File: src/rtl/rsq_pkg.sv
package rsq_pkg;
  typedef enum logic [1:0] {
    ST_HOLD = 2'd0,
    ST_WAIT = 2'd1,
    ST_RUN  = 2'd2
  } rsq_state_e;

  localparam logic [1:0] MODE_FAST = 2'b00;
endpackage

File: src/rtl/rsq_dip_filter.sv
module rsq_dip_filter #(
  parameter int REACT_CYC = 8
) (
  input  logic clk,
  input  logic rst_n,
  input  logic sup_ok,
  output logic lost
);
  localparam int W = $clog2(REACT_CYC + 1);
  localparam logic [W-1:0] TERM = W'(REACT_CYC);

  logic [W-1:0] low_cnt;

  // Starts saturated: after block reset the supply counts as lost until seen good.
  always_ff @(posedge clk or negedge rst_n) begin
    if (!rst_n)              low_cnt <= TERM;
    else if (sup_ok)         low_cnt <= '0;
    else if (low_cnt != TERM) low_cnt <= low_cnt + W'(1);
  end

  assign lost = (low_cnt == TERM);
endmodule

File: src/rtl/rsq_release_timer.sv
module rsq_release_timer #(
  parameter int FAST_TICKS = 16
) (
  input  logic clk,
  input  logic rst_n,
  input  logic arm,
  input  logic active,
  input  logic tick,
  input  logic slow,
  output logic done
);
  localparam int SLOW_TICKS = 2 * FAST_TICKS;
  localparam int W = $clog2(SLOW_TICKS + 1);
  localparam logic [W-1:0] LIM_FAST = W'(FAST_TICKS);
  localparam logic [W-1:0] LIM_SLOW = W'(SLOW_TICKS);

  logic [W-1:0] cnt;
  logic [W-1:0] lim;

  assign done = active && tick && (cnt == lim - W'(1));

  always_ff @(posedge clk or negedge rst_n) begin
    if (!rst_n) begin
      cnt <= '0;
      lim <= LIM_FAST;
    end else if (arm) begin
      cnt <= '0;
      lim <= slow ? LIM_SLOW : LIM_FAST;
    end else if (active && tick && !done) begin
      cnt <= cnt + W'(1);
    end
  end
endmodule

File: src/rtl/supply_reset_seq.sv
module supply_reset_seq
  import rsq_pkg::*;
#(
  parameter int REACT_CYC  = 8,
  parameter int FAST_TICKS = 16
) (
  input  logic       clk,
  input  logic       rst_n,
  input  logic       tick,
  input  logic       sup_ok,
  input  logic       in_uv,
  input  logic       sup_present,
  input  logic [1:0] mode_sel,
  input  logic       wdg_req,
  output logic       rst_out_n,
  output logic       pullup_en,
  output logic       rel_pulse
);
  rsq_state_e state, state_nx;
  logic lost, hold, done, pulse_q, pullup_q;

  rsq_dip_filter #(.REACT_CYC(REACT_CYC)) u_filt (
    .clk    (clk),
    .rst_n  (rst_n),
    .sup_ok (sup_ok),
    .lost   (lost)
  );

  assign hold = lost | in_uv | wdg_req | ~sup_present;

  rsq_release_timer #(.FAST_TICKS(FAST_TICKS)) u_tmr (
    .clk    (clk),
    .rst_n  (rst_n),
    .arm    (state == ST_HOLD),
    .active ((state == ST_WAIT) && !hold),
    .tick   (tick),
    .slow   (mode_sel != MODE_FAST),
    .done   (done)
  );

  always_comb begin
    state_nx = state;
    unique case (state)
      ST_HOLD: state_nx = hold ? ST_HOLD : ST_WAIT;
      ST_WAIT: state_nx = hold ? ST_HOLD : (done ? ST_RUN : ST_WAIT);
      ST_RUN:  state_nx = hold ? ST_HOLD : ST_RUN;
      default: state_nx = ST_HOLD;
    endcase
  end

  always_ff @(posedge clk or negedge rst_n) begin
    if (!rst_n) begin
      state    <= ST_HOLD;
      pulse_q  <= 1'b0;
      pullup_q <= 1'b0;
    end else begin
      state    <= state_nx;
      pulse_q  <= (state == ST_WAIT) && (state_nx == ST_RUN);
      pullup_q <= sup_present;
    end
  end

  assign rst_out_n = (state == ST_RUN);
  assign rel_pulse = pulse_q;
  assign pullup_en = pullup_q;
endmodule

File: config.mk
export PLATFORM = sky130hd
export DESIGN_NAME = supply_reset_seq
export DESIGN_NICKNAME = d
export VERILOG_FILES = /design/src/rtl/rsq_pkg.sv /design/src/rtl/rsq_dip_filter.sv /design/src/rtl/rsq_release_timer.sv /design/src/rtl/supply_reset_seq.sv
export SDC_FILE = /design/constraint.sdc
export NUM_CORES = 1
export LEC_CHECK = 0
export BUFFER_PORTS_ARGS = -buffer_cell sky130_fd_sc_hd__buf_4
export CAP_MARGIN = 20
export CELL_PAD_IN_SITES_DETAIL_PLACEMENT = 1
export CELL_PAD_IN_SITES_GLOBAL_PLACEMENT = 1
export CORE_MARGIN = 10
export CORE_UTILIZATION = 38
export DETAILED_ROUTE_END_ITERATION = 10
export GPL_ROUTABILITY_DRIVEN = 0
export PLACE_DENSITY_LB_ADDON = 0.1
export SLEW_MARGIN = 20
export SYNTH_ARGS = -nofsm -noshare
export SYNTH_HDL_FRONTEND = slang
export SYNTH_SLANG_ARGS = --single-unit
File: constraint.sdc
create_clock -name clk -period 1.7 [get_ports clk]
set_clock_uncertainty 0.1 [all_clocks]
set_input_delay 0.51 -clock clk [delete_from_list [all_inputs] [get_ports clk]]
set_output_delay 0.51 -clock clk [all_outputs]
set_load 0.02 [all_outputs]
==> flow_metrics.tcl <==
set metrics [dict create \
    dr.max_layer_used "met4" \
    finalSetupTns_ns 0 \
    grt_pass1_wl_mm 3.28 \
    first_pass_iters 4 \
    netSwitchingPower_uw 174 \
    tightest_slew_ns 0.299 \
    finalInstanceArea_sq_um 1120 \
    powerDensity_nw_per_um2 661 \
    reg2reg_from "u_tmr.cnt[5]$_DFFE_PN0P_" \
    hold_violations 0 \
    area_delta_synth_final_pct 31.2 \
    layout_common_cells "buf_4 (17), dfrtp_1 (14), nand2_1 (7), mux2i_1 (6)" \
    status "completed" \
    peakVddDrop_v 0.000397 \
    drv_cap 0 \
    drc_errors 0 \
    rr_endpoint "u_tmr.cnt[5]$_DFFE_PN0P_" \
    grtUsageTotal 0.0922 \
    postPlaceCellArea_sq_um 1010 \
    yosys_warnings 0 \
    startpoint_type "register" \
    clk_pin_slew_ns 0.10 \
    coreArea_sq_um 2170 \
    antenna_found_initial 0 \
    numCtsBuffers 3 \
    num_vias 653 \
    end_kind "register" \
    clockRootBuffer "clkbuf_4" \
    leakagePower_nw 0.533 \
    dp.cells 123 \
    yosysSeqAreaShare 0.471 \
    clockBufferDepth 2 \
    synth_largest_area_cell "dfrtp_1" \
    worstHoldPathType "input pin to register" \
    drive_above_1_share 0.373 \
    period_needed_ns 1.66 \
    cp_max_fo 3 \
    netlist-cell-type-count 32 \
    fill_cells 254 \
    ant_nets 0 \
    n_antenna_cell 0 \
    cp-endpoint "u_tmr.cnt[5]$_DFFE_PN0P_" \
    drtIter0Drc 25 \
    ys_seq_elements 16 \
    synth_area_sq_um 855 \
    dr_wl_met2_um 954 \
    crit_path_start "u_tmr.cnt[5]$_DFFE_PN0P_" \
    setup_viol 0 \
    worstSetupPathType "register to register" \
    clock_power_share 0.341 \
    fin_crit_sh 0.979 \
    critPathArrivalTime_ns 1.77 \
    rows 17 \
    cts_tree "done" \
    grt_pass1_vias 713 \
    synthTopCellsByArea "dfrtp_1 (41%), mux2i_1 (8.2%), dfstp_2 (6.1%), ha_1 (4.4%), nand2_1 (3.1%)" \
    ff2ff_setup_slack_ns 0.04 \
    io_pins 12 \
    combPwrFrac 0.115 \
    stdcell_count 130 \
    syn_avg_cell_area_sq_um 10.7 \
    intPower_uw 568 \
    worstHoldStart "sup_present" \
    met1_length_um 912 \
    drt-wirelength-per-cell_um 15.1 \
    grt_max_degree 17 \
    rsz0062_at_grt "yes" \
    overflow 0 \
    port_buffers 11 \
    synth_fp_nets 92 \
    fmaxAchievable_mhz 601 \
    nNetsFinal 115 \
    wirelength_mm 1.96 \
    required_ns 1.81 \
    slew_violations 0 \
    hpwl_mm 1.37 \
    clock_sink_count 16 \
    clk_latency_ns 0.29 \
    die_y_um 67.4 \
    seq_power_share 0.544 \
    max_slew_margin 0.797 \
    p_sw_frac 0.234 \
    die_w_um 67.4 \
    synth_top_area_share 0.410 \
    synthCells 80 \
    htreeDepth 1 \
    r2r_cells 4 \
    met3WireLength_um 82 \
    final_common_cell "buf_4" \
    start_util 0.394 \
    dieArea_sq_um 4550 \
    vias_per_cell 5.02 \
]
[synthesized netlist by cell type, drive strengths merged]
cell type,count
nor2b,1
or2,1
and3,3
dfstp,2
nor3b,1
xnor2,2
ha,3
nand4,1
nand2b,4
clkbuf,1
nand3,4
nand4b,1
nor2,5
a2bb2oi,1
dfrtp,14
o211a,1
and3b,1
a21oi,3
a211oi,1
o21ai,2
nand2,7
xor2,1
a21o,1
mux2,1
nand3b,1
nor3,3
mux2i,7
a2111oi,1
inv,6
[cell type report]
class	instances	area (sq um)	share of cell area
repair buffers	19	149	0.133
multi-input cells	57	475	0.424
inverters	6	22.5	0.0201
well taps	28	35.0	0.0312
clock buffers	4	36.3	0.0324
flip-flops and latches	16	403	0.359
[flip-flops by register name, summed over array words and instances (netlist names)]
| register | cells |
|---|---|
| pullup_en | 1 |
| rel_pulse | 1 |
| state | 2 |
| u_filt.low_cnt | 4 |
| u_tmr.cnt | 6 |
| u_tmr.lim | 2 |
[metrics by stage]
step | hold WS (ns) | utilization | worst slack [ns] | power [mW]
6_report | 0.235 | 0.517 | 0.0353 | 0.741
5_1_grt | 0.215 | 0.517 | -0.0783 | 0.792
4_1_cts | 0.223 | 0.494 | 0.0160 | 0.750
3_5_place_dp | 0.289 | 0.466 | -0.0965 | 0.488
3_3_place_gp | 0.288 | 0.466 | -0.0153 | 0.486
2_1_floorplan | 0.114 | - | 0.0317 | 0.448
[how the worst min path moves through the flow]
stage | slack, ns | to | depth (start not counted)
floorplan | 0.11 | pullup_en$_DFF_PN0_ | 0
global placement | 0.29 | u_tmr.cnt[2]$_DFFE_PN0P_ | 1
detailed placement | 0.29 | u_tmr.cnt[4]$_DFFE_PN0P_ | 1
CTS | 0.22 | pullup_en$_DFF_PN0_ | 1
global route | 0.21 | pullup_en$_DFF_PN0_ | 1
finish | 0.24 | pullup_en$_DFF_PN0_ | 1
[what timing repair did]
item                                    in CTS  in global routing
resized for setup                            0                 10
pin swaps                                    1                  5
buffers inserted                             2                  0
endpoints found under the setup margin       1                  6
hold endpoints to repair                    14                  0
hold buffers                                 1                  0
[worst max-delay path, cell delays in order, from the launching register on]
cell and delay, ns:
dfrtp_1 0.44, xnor2_2 0.25, mux2i_2 0.14, a2111oi_4 0.39, mux2i_1 0.26
[layer usage]
layer | GRT usage | vias to the layer above
met5 | 0 | -
met4 | 0.0410 | 0
met3 | 0.0331 | 2
met2 | 0.146 | 10
met1 | 0.110 | 313
li1 | - | 328
[power groups by stage]
stage | Combinational [mW] | Sequential [mW] | Clock [mW]
after floorplan | 0.0377 | 0.411 | 0
after global placement | 0.0764 | 0.409 | 0
after detailed placement | 0.0781 | 0.410 | 0
after CTS | 0.0805 | 0.402 | 0.267
after global routing | 0.0986 | 0.405 | 0.288
final | 0.0855 | 0.403 | 0.253
[kinds of logic (layout without fill, tap and decap cells)]
family / after synthesis / count (layout) / synth area share
AO/OA/AOI/OAI: 10 / 10 / 0.0908
XOR/XNOR: 3 / 3 / 0.0395
adder cells (fa/ha/maj): 3 / 3 / 0.0439
buffers and inverters: 7 / 29 / 0.0307
flip-flops: 16 / 16 / 0.471
multiplexers: 8 / 8 / 0.0996
AND/OR/NAND/NOR: 33 / 33 / 0.224
No activity file was read; power rests on OpenSTA's default activity.
